`config.mk`:
```
export PLATFORM = sky130hd
export DESIGN_NAME = wait_state_gen
export DESIGN_NICKNAME = d
export VERILOG_FILES = /design/src/rtl/wsg_pkg.sv /design/src/rtl/wsg_ctrl_reg.sv /design/src/rtl/wsg_cost_table.sv /design/src/rtl/wsg_sequencer.sv /design/src/rtl/wait_state_gen.sv
export SDC_FILE = /design/constraint.sdc
export NUM_CORES = 1
export LEC_CHECK = 0
export BUFFER_PORTS_ARGS = -buffer_cell sky130_fd_sc_hd__buf_2
export CAP_MARGIN = 20
export CORE_UTILIZATION = 41
export CTS_CLUSTER_DIAMETER = 150
export CTS_CLUSTER_SIZE = 8
export DETAILED_ROUTE_END_ITERATION = 10
export GPL_ROUTABILITY_DRIVEN = 0
export PLACE_DENSITY = 0.74
export SLEW_MARGIN = 20
export SYNTH_ARGS = -nofsm -noshare
export SYNTH_HDL_FRONTEND = slang
export SYNTH_SLANG_ARGS = --single-unit
```
`constraint.sdc`:
```
create_clock -name clk -period 3 [get_ports clk]
set_clock_uncertainty 0.15 [all_clocks]
set_input_delay 0.6 -clock clk [delete_from_list [all_inputs] [get_ports clk]]
set_output_delay 0.6 -clock clk [all_outputs]
set_load 0.05 [all_outputs]
```
`src/rtl/wsg_pkg.sv`:
```
package wsg_pkg;

  localparam int COST_W   = 5;
  localparam int MAX_COST = 17;

  typedef logic [COST_W-1:0] cost_t;

  typedef enum logic [2:0] {
    RK_FIXED = 3'd0,
    RK_LANE0 = 3'd1,
    RK_LANE1 = 3'd2,
    RK_LANE2 = 3'd3,
    RK_SAVE  = 3'd4
  } region_kind_e;

  localparam int SAVE_CODE_LSB = 0;
  localparam int PREFETCH_BIT  = 14;

  // Which timing source a table region uses
  function automatic region_kind_e kind_of(input int idx);
    case (idx)
      8, 9:    return RK_LANE0;
      10, 11:  return RK_LANE1;
      12, 13:  return RK_LANE2;
      14:      return RK_SAVE;
      default: return RK_FIXED;
    endcase
  endfunction

  // Low bit of the first-access code for a cartridge lane
  function automatic int lane_first_lsb(input int lane);
    case (lane)
      0:       return 2;
      1:       return 5;
      default: return 8;
    endcase
  endfunction

  // 2-bit code to first-access wait count
  function automatic cost_t first_wait(input logic [1:0] code);
    case (code)
      2'd0:    return cost_t'(4);
      2'd1:    return cost_t'(3);
      2'd2:    return cost_t'(2);
      default: return cost_t'(8);
    endcase
  endfunction

  // Sequential wait: fast bit gives 1, otherwise 2, 4 or 8 by lane
  function automatic cost_t seq_wait(input int lane, input logic fast);
    if (fast) return cost_t'(1);
    return cost_t'(2 << lane);
  endfunction

  // Costs of regions that are not programmable
  function automatic cost_t fixed_wait(input int idx);
    return (idx == 2) ? cost_t'(2) : cost_t'(0);
  endfunction

  function automatic cost_t cost32_first(input cost_t n16, input cost_t s16);
    return n16 + s16 + cost_t'(1);
  endfunction

  function automatic cost_t cost32_seq(input cost_t s16);
    return (s16 << 1) + cost_t'(1);
  endfunction

endpackage

```
`src/rtl/wsg_ctrl_reg.sv`:
```
module wsg_ctrl_reg #(
  parameter int CTRL_W = 16
) (
  input  logic              clk,
  input  logic              rst_n,
  input  logic              we,
  input  logic [CTRL_W-1:0] wdata,
  output logic [CTRL_W-1:0] q
);
  always_ff @(posedge clk) begin
    if (!rst_n)  q <= '0;
    else if (we) q <= wdata;
  end
endmodule

```
`src/rtl/wsg_cost_table.sv`:
```
module wsg_cost_table
  import wsg_pkg::*;
#(
  parameter int NUM_REGIONS = 16,
  parameter int REGION_W    = 8,
  parameter int CTRL_W      = 16
) (
  input  logic [CTRL_W-1:0]   ctrl,
  input  logic [REGION_W-1:0] region,
  input  logic                wide,
  input  logic                seq,
  output cost_t               cost
);
  localparam int IDX_W = $clog2(NUM_REGIONS);

  cost_t n16 [NUM_REGIONS];
  cost_t s16 [NUM_REGIONS];
  cost_t n32 [NUM_REGIONS];
  cost_t s32 [NUM_REGIONS];

  for (genvar g = 0; g < NUM_REGIONS; g++) begin : g_region
    localparam region_kind_e K = kind_of(g);
    if (K == RK_SAVE) begin : g_save
      assign n16[g] = first_wait(ctrl[SAVE_CODE_LSB +: 2]);
      assign s16[g] = first_wait(ctrl[SAVE_CODE_LSB +: 2]);
    end else if (K == RK_FIXED) begin : g_fixed
      assign n16[g] = fixed_wait(g);
      assign s16[g] = fixed_wait(g);
    end else begin : g_lane
      localparam int LANE = int'(K) - int'(RK_LANE0);
      localparam int FL   = lane_first_lsb(LANE);
      assign n16[g] = first_wait(ctrl[FL +: 2]);
      assign s16[g] = seq_wait(LANE, ctrl[FL + 2]);
    end
    assign n32[g] = cost32_first(n16[g], s16[g]);
    assign s32[g] = cost32_seq(s16[g]);
  end

  logic             in_range;
  logic [IDX_W-1:0] idx;
  assign in_range = region < REGION_W'(NUM_REGIONS);
  assign idx      = region[IDX_W-1:0];

  always_comb begin
    if (!in_range)  cost = '0;
    else if (wide)  cost = seq ? s32[idx] : n32[idx];
    else            cost = seq ? s16[idx] : n16[idx];
  end

  logic unused_ctrl;
  assign unused_ctrl = ^ctrl[CTRL_W-1:11];
endmodule

```
`src/rtl/wsg_sequencer.sv`:
```
module wsg_sequencer
  import wsg_pkg::*;
(
  input  logic  clk,
  input  logic  rst_n,
  input  logic  req,
  input  cost_t cost,
  output logic  ready,
  output logic  busy,
  output cost_t remaining,
  output logic  launch,
  output logic  finish
);
  logic zero_hit;

  assign launch   = req && !busy && (cost != '0);
  assign zero_hit = req && !busy && (cost == '0);
  assign finish   = busy && (remaining == cost_t'(1));
  assign ready    = zero_hit || finish;

  always_ff @(posedge clk) begin
    if (!rst_n) begin
      busy      <= 1'b0;
      remaining <= '0;
    end else if (launch) begin
      busy      <= 1'b1;
      remaining <= cost;
    end else if (finish) begin
      busy      <= 1'b0;
      remaining <= '0;
    end else if (busy) begin
      remaining <= remaining - cost_t'(1);
    end
  end
endmodule

```
`src/rtl/wait_state_gen.sv`:
```
module wait_state_gen
  import wsg_pkg::*;
#(
  parameter int NUM_REGIONS = 16,
  parameter int REGION_W    = 8,
  parameter int CTRL_W      = 16
) (
  input  logic                clk,
  input  logic                rst_n,
  input  logic                cfg_we,
  input  logic [CTRL_W-1:0]   cfg_wdata,
  output logic [CTRL_W-1:0]   cfg_rdata,
  output logic                prefetch_en,
  input  logic                req,
  input  logic [REGION_W-1:0] req_region,
  input  logic                req_wide,
  input  logic                req_seq,
  output logic                ready
);
  cost_t cost;
  cost_t remaining;
  logic  busy;
  logic  launch;
  logic  finish;

  wsg_ctrl_reg #(.CTRL_W(CTRL_W)) u_reg (
    .clk   (clk),
    .rst_n (rst_n),
    .we    (cfg_we),
    .wdata (cfg_wdata),
    .q     (cfg_rdata)
  );

  assign prefetch_en = cfg_rdata[PREFETCH_BIT];

  wsg_cost_table #(
    .NUM_REGIONS (NUM_REGIONS),
    .REGION_W    (REGION_W),
    .CTRL_W      (CTRL_W)
  ) u_table (
    .ctrl   (cfg_rdata),
    .region (req_region),
    .wide   (req_wide),
    .seq    (req_seq),
    .cost   (cost)
  );

  wsg_sequencer u_seq (
    .clk       (clk),
    .rst_n     (rst_n),
    .req       (req),
    .cost      (cost),
    .ready     (ready),
    .busy      (busy),
    .remaining (remaining),
    .launch    (launch),
    .finish    (finish)
  );
endmodule

```
==> results.sh <==
export IMPL_status="complete, but fails checks"
export IMPL_violations="negative setup slack"
export IMPL_drt_iter0_markers=121
export IMPL_grt_pass1_wl_um=8540
export IMPL_h_tree_depth=1
export IMPL_worst_pin_slew_ns=0.538
export IMPL_die_area_um2=5270
export IMPL_finalPower_mw=0.938
export IMPL_syn_cell_area_um2=2040
export IMPL_vias=2056
export IMPL_tritoncts="done"
export IMPL_power_switching_mw=0.328
export IMPL_cp_startpoint="u_reg.q[6]"
export IMPL_critical_path_buf_inv_count=4
export IMPL_min_path_type="reg -> reg"
export IMPL_syn_nets=295
export IMPL_worstPathRequired_ns=2.25
export IMPL_grt_pass1_vias=1887
export IMPL_path_cells="inv_2 -> ha_2 -> inv_1 -> ha_1 -> inv_1 -> ha_2 -> xor2_1 -> o32ai_1 -> or4_1 -> a311o_1 -> nand4_4 -> o21ai_4 -> buf_6"
export IMPL_ios=48
export IMPL_r2r_start="u_reg.q[9]"
export IMPL_slew_viol_final=0
export IMPL_hold_ws_ns=0.349
export IMPL_syn_inst=242
export IMPL_crit_path_end_kind="output port"
export IMPL_dieWidth_um=72.6
export IMPL_drt_wl_total_um=5350
export IMPL_grt_max_degree=17
export IMPL_numPortBuffers=47
export IMPL_cts_sinks=22
export IMPL_async_reset_ff_frac=0
export IMPL_drive_above_1_share=0.396
export IMPL_worst_path_max_delay_cell="or4_1"
export IMPL_row_count=25
export IMPL_p_comb_frac=0.377
export IMPL_ys_flop_type="dfxtp_1"
export IMPL_p_seq_frac=0.347
export IMPL_wire_per_inst_um=13.8
export IMPL_nNetsFinal=375
export IMPL_ir_drop_mv=0.165
export IMPL_cap_violations=0
export IMPL_relSlewSlack=0.636
export IMPL_fp_coreArea_um2=4750
export IMPL_worstSetupPathType="reg -> out"
export IMPL_ctsLongestPathBuffers=2
export IMPL_syn_area_per_cell_um2=8.45
export IMPL_crit_family="simple AND/OR/NAND/NOR gates"
export IMPL_initial_utilization=0.430
export IMPL_gr_total_overflow=0
export IMPL_n_antenna_cell=0
export IMPL_clock_latency_ns=0.27
export IMPL_finalSetupViolCount=1
export IMPL_grt_total_usage=0.206
export IMPL_synth_edf_count=0
export IMPL_drc=0
export IMPL_setup_slack_ns=-0.397
export IMPL_min_period_ns=3.40
export IMPL_clk_pin_slew_ns=0.09
export IMPL_crit_arrival_ns=2.65
export IMPL_yosysSeqAreaShare=0.215
export IMPL_powerDensity_nw_per_um2=340
export IMPL_chipHeight_um=72.6
export IMPL_period_share=1.13
export IMPL_endpoint="ready"
export IMPL_intPower_mw=0.610
export IMPL_antenna_left=0
export IMPL_viasPerCell=5.30
export IMPL_clock_fmax_ghz=0.294
export IMPL_power_leakage_nw=1.32
export IMPL_cts_made_buffers=3
export IMPL_finalHoldViolCount=0
export IMPL_netlist_cell_type_count=57
export IMPL_reg2reg_depth=12
export IMPL_r2r_slack_ns=0.18
export IMPL_dp_hpwl_um=4180
export IMPL_antenna_found_initial=0
export IMPL_cpPeakStageDelay_ns=0.42
export IMPL_start_kind="register"
export IMPL_drt_pre_antenna_iters=4
export IMPL_crit_cells=13
export IMPL_ys_warn_count=0
export IMPL_swShare=0.349
export IMPL_ys_ff_latch=22
export IMPL_area_growth_pct=34.8
export IMPL_rsz0062_at_grt="true"
export IMPL_crit_path_max_fanout=2
export IMPL_r2r_end="u_seq.remaining[1]"
export IMPL_clockRootBuffer="clkbuf_8"
export IMPL_clockPowerShare=0.276
sequential cells by signal, summed over array words and instances (netlist names):
| register | flops |
|---|---|
| u_seq.remaining | 5 |
| u_seq.busy | 1 |
| u_reg.q | 16 |
synthesized netlist by cell type, types with 2 or more instances:
cell type | count | area share
a211o_1 | 2 | 0.0086
a211oi_1 | 5 | 0.018
a21oi_1 | 12 | 0.029
a221oi_1 | 2 | 0.0086
a311o_1 | 3 | 0.015
a31o_2 | 2 | 0.0086
and2_1 | 2 | 0.0061
and3_1 | 2 | 0.0061
and3b_1 | 2 | 0.0086
buf_2 | 3 | 0.0073
buf_6 | 3 | 0.017
clkbuf_1 | 6 | 0.011
dfxtp_1 | 22 | 0.22
ha_1 | 22 | 0.13
inv_1 | 25 | 0.046
mux2i_1 | 19 | 0.093
nand2_1 | 8 | 0.015
nand2b_1 | 9 | 0.028
nand3_1 | 8 | 0.020
nand3b_1 | 5 | 0.018
nor2_1 | 23 | 0.042
nor2b_1 | 7 | 0.021
nor3_1 | 3 | 0.0073
nor4_1 | 2 | 0.0061
o21a_1 | 2 | 0.0073
o21ai_0 | 7 | 0.017
o221ai_1 | 2 | 0.0086
o221ai_2 | 2 | 0.015
or2_2 | 3 | 0.0092
or4_1 | 2 | 0.0073
layout make-up:
class	count	area, um2
multi-input cells	182	1500
fillers	459	2000
repair buffers	88	549
clock buffers	4	66.3
well taps	67	83.8
flip-flops and latches	22	462
inverters	25	98.8
layer usage:
| metal | vias up | wire, um | global-route usage |
|---|---|---|---|
| li1 | 1030 | - | - |
| met1 | 952 | 2440 | 0.273 |
| met2 | 66 | 2540 | 0.351 |
| met3 | 8 | 289 | 0.0249 |
| met4 | 0 | 81 | 0.0610 |
| met5 | - | 0 | 0 |
metrics by stage:
step	TNS, ns	cells	instance area (um2)	setup slack [ns]	util
after floorplan	-0.205	242	2110	-0.205	-
after global placement	-0.231	382	2650	-0.231	0.557
after detailed placement	-0.289	382	2650	-0.289	0.557
after CTS	-0.535	387	2740	-0.535	0.577
after global routing	-0.508	388	2760	-0.508	0.580
final	-0.397	388	2760	-0.397	0.580
how the worst min path moves through the flow:
stage                        from            endpoint  slack [ns]  cells past startpoint
5_1_grt               u_reg.q[12]         u_reg.q[12]        0.38                      2
3_5_place_dp          u_reg.q[12]         u_reg.q[12]        0.33                      2
4_1_cts               u_reg.q[12]         u_reg.q[12]        0.36                      2
3_3_place_gp          u_reg.q[12]         u_reg.q[12]        0.32                      2
6_report              u_reg.q[12]         u_reg.q[12]        0.35                      2
2_1_floorplan  u_seq.remaining[4]  u_seq.remaining[4]        0.40                      2
power groups by stage:
| stage | combinational [mW] | clock (mW) | sequential (mW) |
|---|---|---|---|
| after floorplan | 0.182 | 0 | 0.379 |
| after global placement | 0.335 | 0 | 0.331 |
| after detailed placement | 0.341 | 0 | 0.332 |
| after CTS | 0.351 | 0.261 | 0.325 |
| after global routing | 0.384 | 0.269 | 0.329 |
| final | 0.354 | 0.259 | 0.326 |
tightest hold or removal path: stages (launching register included):
cell,delay [ns]
dfxtp_1,0.33
mux2i_1,0.06
nor2_1,0.07
cells in the final DEF, fill, tap and decap left out, types with 3 or more instances in the layout:
cell type and instances:
inv_1 22, nand3b_1 5, buf_2 46, mux2i_1 19, nand2b_1 9, o21ai_0 6
a211oi_1 5, buf_4 41, nor2b_1 7, a21oi_1 12, ha_1 18, nor3_1 3
dfxtp_4 4, nor2_1 23, clkbuf_8 3, dfxtp_1 13, nand3_1 8, a311o_1 3
dfxtp_2 5, nand2_1 8
logic make-up after synthesis:
kind of cell / Yosys count / synth area share
multiplexers: 21 / 0.110
AO/OA/AOI/OAI: 52 / 0.203
flip-flops: 22 / 0.215
AND/OR/NAND/NOR: 84 / 0.228
adder cells (fa/ha/maj): 23 / 0.144
XOR/XNOR: 2 / 0.0153
buffers and inverters: 38 / 0.0845
repair_timing:
item,in CTS,in global routing
pin swaps,8,5
buffers inserted,1,2
endpoints found under the setup margin,1,2
gates resized for setup,6,3
endpoints found under the hold margin,0,0
gates cloned,0,0
hold buffers,0,0
Power figures use the tool's default switching activity.
